[config.mk]
export PLATFORM = sky130hd
export DESIGN_NAME = cap_timer_queue
export DESIGN_NICKNAME = d
export VERILOG_FILES = /design/src/rtl/cap_timer_queue.sv
export SDC_FILE = /design/constraint.sdc
export NUM_CORES = 1
export LEC_CHECK = 0
export BUFFER_PORTS_ARGS = -buffer_cell sky130_fd_sc_hd__buf_2
export CAP_MARGIN = 0
export CORE_MARGIN = 3
export CORE_UTILIZATION = 40
export CTS_BUF_LIST = sky130_fd_sc_hd__clkbuf_8
export DETAILED_ROUTE_END_ITERATION = 10
export SKIP_CTS_REPAIR_TIMING = 1
export SLEW_MARGIN = 30
export SYNTH_ARGS = -nofsm -noshare
export SYNTH_HDL_FRONTEND = slang
export SYNTH_SLANG_ARGS = --single-unit
[constraint.sdc]
create_clock -name clk -period 2.9 [get_ports clk]
set_clock_uncertainty 0.1 [all_clocks]
set_input_delay 0.87 -clock clk [delete_from_list [all_inputs] [get_ports clk]]
set_output_delay 0.87 -clock clk [all_outputs]
set_load 0.02 [all_outputs]
[src/rtl/cap_timer_queue.sv]
module cap_timer_queue #(
  parameter int CNT_W = 16,
  parameter int DEPTH = 4,
  parameter int PSC_W = 7
) (
  input  logic             clk,
  input  logic             rst_n,
  input  logic             cap_i,
  input  logic             psc_en_i,
  input  logic [PSC_W-1:0] psc_n_i,
  input  logic [$clog2(DEPTH)-1:0] irq_thr_i,
  input  logic             ovf_clr_i,
  input  logic             rd_i,
  output logic [CNT_W-1:0] rd_data_o,
  output logic             rd_valid_o,
  output logic             empty_o,
  output logic             full_o,
  output logic             ovf_o,
  output logic             irq_o,
  output logic [CNT_W-1:0] cnt_o
);

  localparam int PW = $clog2(DEPTH);
  localparam int LW = $clog2(DEPTH + 1);
  localparam int EW = PSC_W + 1;

  logic [CNT_W-1:0] cnt_q;
  logic [CNT_W-1:0] mem_q [DEPTH];
  logic [PW-1:0]    wr_ptr_q, rd_ptr_q;
  logic [LW-1:0]    level_q;
  logic [PSC_W-1:0] ev_q;
  logic             ovf_q;
  logic             run_q;

  logic [EW-1:0]    n_eff, ev_inc;
  logic             qual, pop, push, drop;

  assign n_eff  = (psc_n_i < PSC_W'(2)) ? EW'(2) : EW'(psc_n_i);
  assign ev_inc = EW'(ev_q) + EW'(1);
  assign qual   = cap_i && (!psc_en_i || ev_inc >= n_eff);
  assign empty_o = (level_q == '0);
  assign full_o  = (level_q == LW'(DEPTH));
  assign pop    = rd_i && !empty_o;
  assign push   = qual && (!full_o || pop);
  assign drop   = qual && full_o && !pop;

  assign rd_data_o  = mem_q[rd_ptr_q];
  assign rd_valid_o = !empty_o;
  assign ovf_o      = ovf_q;
  assign irq_o      = level_q > LW'(irq_thr_i);
  assign cnt_o      = cnt_q;

  always_ff @(posedge clk or negedge rst_n) begin
    if (!rst_n) begin
      cnt_q <= '0;
      run_q <= 1'b0;
    end else begin
      cnt_q <= cnt_q + CNT_W'(1);
      run_q <= 1'b1;
    end
  end

  always_ff @(posedge clk or negedge rst_n) begin
    if (!rst_n)
      ev_q <= '0;
    else if (!psc_en_i)
      ev_q <= '0;
    else if (cap_i)
      ev_q <= qual ? '0 : ev_inc[PSC_W-1:0];
  end

  always_ff @(posedge clk or negedge rst_n) begin
    if (!rst_n) begin
      wr_ptr_q <= '0;
      rd_ptr_q <= '0;
      level_q  <= '0;
    end else begin
      if (push) wr_ptr_q <= wr_ptr_q + PW'(1);
      if (pop)  rd_ptr_q <= rd_ptr_q + PW'(1);
      case ({push, pop})
        2'b10:   level_q <= level_q + LW'(1);
        2'b01:   level_q <= level_q - LW'(1);
        default: level_q <= level_q;
      endcase
    end
  end

  always_ff @(posedge clk) begin
    if (push) mem_q[wr_ptr_q] <= cnt_q;
  end

  always_ff @(posedge clk or negedge rst_n) begin
    if (!rst_n)        ovf_q <= 1'b0;
    else if (drop)     ovf_q <= 1'b1;
    else if (ovf_clr_i) ovf_q <= 1'b0;
  end

  a_r1_count_step: assert property (@(posedge clk) disable iff (!rst_n)
    run_q |-> cnt_q == $past(cnt_q) + CNT_W'(1));

  a_r5_empty_hold: assert property (@(posedge clk) disable iff (!rst_n)
    (empty_o && !cap_i) |=> empty_o);

  a_r5_full_hold: assert property (@(posedge clk) disable iff (!rst_n)
    (full_o && !rd_i) |=> full_o);

  a_r6_ovf_sticky: assert property (@(posedge clk) disable iff (!rst_n)
    (ovf_o && !ovf_clr_i) |=> ovf_o);

  a_r7_irq_hold: assert property (@(posedge clk) disable iff (!rst_n)
    (irq_o && !rd_i) ##1 $stable(irq_thr_i) |-> irq_o);

  a_r5_flags_excl: assert property (@(posedge clk) disable iff (!rst_n)
    !(empty_o && full_o) && (rd_valid_o != empty_o));

endmodule

==> flow_summary.rst <==
.. list-table::
   :header-rows: 1

   * - Metric
     - Value
   * - Cells after synthesis
     - 262
   * - Path class of the lowest-slack min-delay path
     - reg2reg
   * - DR pass1 iterations
     - 4
   * - Drt initial violations
     - 112
   * - Pwr Density
     - 726 nW/um2
   * - Combinational family with the most area after synthesis
     - multiplexers
   * - Post-synthesis instance area
     - 4130 um2
   * - RR Endpoint
     - mem_q[0][0]
   * - Simple logic cell fraction of the synthesized area
     - 8.91%
   * - Data arrival time of the critical path
     - 3.24 ns
   * - CTS root buf
     - sky130_fd_sc_hd__clkbuf_8
   * - Highest net fanout along the worst path
     - 2
   * - Worst Reg-to-Reg Cells
     - 13
   * - Post-Synth Adder-Cell Area
     - 5.03%
   * - Post-route DRC
     - 0
   * - XOR/XNOR share of the synthesized area
     - 5.09%
   * - Clock slew at the register clock pins of the worst setup and hold paths
     - 0.09 ns
   * - Final Hold Vio Count
     - 0
   * - Design Power
     - 3.72 mW
   * - Shortest clock period the worst path allows after layout
     - 3.09 ns
   * - Flip-flop and latch count after synthesis
     - 95
   * - Num CTS Buffers
     - 9
   * - DR WL/cell
     - 15.5 um
   * - Antenna violation net count after detailed routing
     - 0
   * - Number of antenna violations at the first check in global routing
     - 0
   * - Worst-Margin Slew
     - 0.743 ns
   * - Slew Limit Headroom
     - 50.5%
   * - Combined global-route utilization of all metal layers
     - 13.9%
   * - Hold slack final
     - 0.439 ns
   * - R2R Path Start
     - ev_q[1]
   * - Crit path required time
     - 3.05 ns
   * - Final setup violation count
     - 35
   * - Most frequent standard cell in the layout excluding fill and tap cells
     - sky130_fd_sc_hd__edfxtp_1
   * - EDFF count, synth
     - 64
   * - Number of global-route vias before repair
     - 2,409
   * - Global-route wire length before repair
     - 12.4 mm
   * - Maximum number of pins on one net before global-route repair
     - 32
   * - Vias after detailed routing
     - 2,381
   * - Count of maximum capacitance violations
     - 0
   * - RSZ-0062 raised after global routing
     - yes
   * - Global route total overflow
     - 0
   * - Ratio of routed vias to standard cells
     - 4.90
   * - Syn-to-layout area delta
     - 24.3%
   * - Static Leak
     - 2.07 nW
   * - Syn Area/Cell
     - 15.7 um2
   * - HPWL reported at the end of detailed placement
     - 5.15 mm
   * - Clock tree from TritonCTS
     - built
   * - Fill cell instance count of the final layout
     - 871
   * - VDD IR-drop max
     - 0.382 mV
   * - H-tree depth
     - 3
   * - Slowest stage cell on the critical path
     - sky130_fd_sc_hd__a2111o_1
   * - Crit path launch
     - psc_n_i[3]
   * - Post-layout worst setup margin
     - -0.190 ns
   * - Final critical-path share of the clock period
     - 107%
   * - Skew-Pair Late Insertion Delay
     - 0.36 ns
   * - I/O Pins
     - 52
   * - Failing checks
     - negative setup slack
   * - Compound-Gate Fraction of Synth Area
     - 3.76%
   * - Run status
     - finished, violations left
   * - Async set-or-reset flop fraction in the synthesized netlist
     - 32.6%
   * - Quantity of I/O buffers inserted on ports
     - 51
   * - Number of inserted diodes
     - 0
   * - Longest Clk Path Bufs
     - 2
   * - Unique masters post-synth
     - 44
   * - Peak Freq
     - 0.324 GHz
   * - Site row count
     - 36
   * - Multiplexer area fraction after synthesis
     - 9.76%
   * - Share of the yosys chip area belonging to registers
     - 65.4%
   * - Die boundary width
     - 108 um
   * - End point of the critical path
     - level_q[1]
   * - Clk sinks
     - 95
   * - Highest cell delay on the worst timing path
     - 0.44 ns
   * - Initial Utilization
     - 41.6%
   * - Layout cell share with drive strength beyond 1
     - 38.8%
   * - Dominant register cell in the synthesized netlist
     - sky130_fd_sc_hd__edfxtp_1
   * - Critical path cell sequence
     - buf_4 -> nor2_4 -> nand2_1 -> o31a_1 -> ha_1 -> nand2b_4 -> a2111o_1 -> nand3_2 -> and2_4 -> nor2b_4 -> fa_1 -> mux2_4
   * - Path type of the worst setup path
     - in2reg
   * - Net count of the mapped netlist
     - 293
   * - Post-detailed-routing wire length
     - 7.54 mm
   * - Endpoint class of the critical path
     - flip-flop
   * - Kind of start point of the critical path
     - input port
   * - Final estimated routing congestion in global placement
     - 0.729
   * - Die height
     - 108 um
   * - Top library cells by usage in the layout, fill and taps aside
     - sky130_fd_sc_hd__edfxtp_1, sky130_fd_sc_hd__buf_2, sky130_fd_sc_hd__dfrtp_1
   * - Core ar.
     - 9910 um2
   * - Final-stage net count
     - 379
   * - Final number of max-transition violations
     - 0
   * - Total of warnings raised by yosys
     - 0
   * - Die Area
     - 11,600 um2
   * - R2r setup slk
     - 0.02 ns
-- worst min-delay path by stage --
stage               startpoint          to  slack, ns  depth (start not counted)
floorplan           level_q[2]  level_q[2]       0.40                          1
global route             ovf_o       ovf_o       0.46                          2
detailed placement       ovf_o       ovf_o       0.44                          2
finish                   ovf_o       ovf_o       0.44                          2
global placement       ev_q[6]     ev_q[6]       0.43                          1
CTS                      ovf_o       ovf_o       0.45                          2
-- logic make-up (layout without fill, tap and decap cells) --
family,after synthesis,after routing
AOI/OAI and AO/OA,20,20
xor gates and xnor gates,24,24
adders and majority gates,16,16
buffers and inverters,19,108
DFF,95,95
muxes,20,20
and+or+nand+nor,68,70
-- power by group --
part | leakage [nW] | switching, mW | internal [mW]
Sequential | 0.955 | 0.111 | 1.61
Combinational | 1.02 | 0.605 | 0.585
Clock | 0.0940 | 0.483 | 0.330
Total | 2.07 | 1.20 | 2.53
-- per-stage QoR --
| stage | setup TNS, ns | setup WS, ns | instances | utilization [%] | instance area (um2) |
|---|---|---|---|---|---|
| 2_1_floorplan | -2.39 | -0.452 | 262 | - | 4160 |
| 3_3_place_gp | -24.79 | -0.525 | 464 | 48.4 | 4800 |
| 3_5_place_dp | -26.14 | -0.556 | 464 | 48.4 | 4800 |
| 4_1_cts | -0.976 | -0.167 | 480 | 50.3 | 4980 |
| 5_1_grt | -6.29 | -0.264 | 486 | 51.8 | 5130 |
| 6_report | -1.60 | -0.190 | 486 | 51.8 | 5130 |
-- synthesized netlist by cell type, types with 2 or more instances --
library cell / instances / area (um2)
sky130_fd_sc_hd__nor2_1: 12 / 45.0
sky130_fd_sc_hd__clkbuf_1: 2 / 7.51
sky130_fd_sc_hd__xor2_1: 9 / 78.8
sky130_fd_sc_hd__inv_1: 14 / 52.6
sky130_fd_sc_hd__nor2b_1: 2 / 12.5
sky130_fd_sc_hd__mux4_2: 16 / 360
sky130_fd_sc_hd__ha_1: 15 / 188
sky130_fd_sc_hd__nand4_1: 2 / 12.5
sky130_fd_sc_hd__xnor2_1: 15 / 131
sky130_fd_sc_hd__edfxtp_1: 64 / 1920
sky130_fd_sc_hd__nand2_1: 19 / 71.3
sky130_fd_sc_hd__nand3_1: 11 / 55.1
sky130_fd_sc_hd__a32o_1: 5 / 50.1
sky130_fd_sc_hd__nand2b_4: 2 / 27.5
sky130_fd_sc_hd__and3_1: 3 / 18.8
sky130_fd_sc_hd__o21ai_1: 2 / 10.0
sky130_fd_sc_hd__nand2b_1: 2 / 12.5
sky130_fd_sc_hd__mux2_1: 2 / 22.5
sky130_fd_sc_hd__buf_2: 2 / 10.0
sky130_fd_sc_hd__and2_1: 6 / 37.5
sky130_fd_sc_hd__a21oi_1: 3 / 15.0
sky130_fd_sc_hd__mux2i_1: 2 / 20.0
sky130_fd_sc_hd__dfrtp_1: 31 / 776
-- per-layer routing --
layer  up-vias  share of wire (%)  global-route usage (%)
met2        44                 50                    22.7
li1       1159                  -                       -
met3        10                3.5                    2.34
met4         0                1.6                    5.95
met5         -                  0                       0
met1      1168                 45                    18.5
-- sequential cells by signal, indices dropped and copies added (netlist names) --
name / cells
level_q: 3
rd_ptr_q: 2
ovf_o: 1
mem_q: 64
wr_ptr_q: 2
ev_q: 7
cnt_o: 16
-- critical path: cells and delay by family --
family	cells	cell delay [ns]
AOI/OAI and AO/OA	2	0.68
adders and majority gates	2	0.68
and+or+nand+nor	6	0.63
muxes	1	0.26
buffers and inverters	1	0.12
-- layout make-up --
cell class	count	area, um2	area share (%)
Sequential cell	95	2700	52.6
Clock buffer	9	124	2.42
Multi-Input combinational cell	150	1470	28.6
Tap cell	133	166	3.24
Timing Repair Buffer	78	558	10.9
Inverter	14	52.6	1.02
Clock inverter	7	61.3	1.20
No activity file was read; power rests on OpenSTA's default activity.
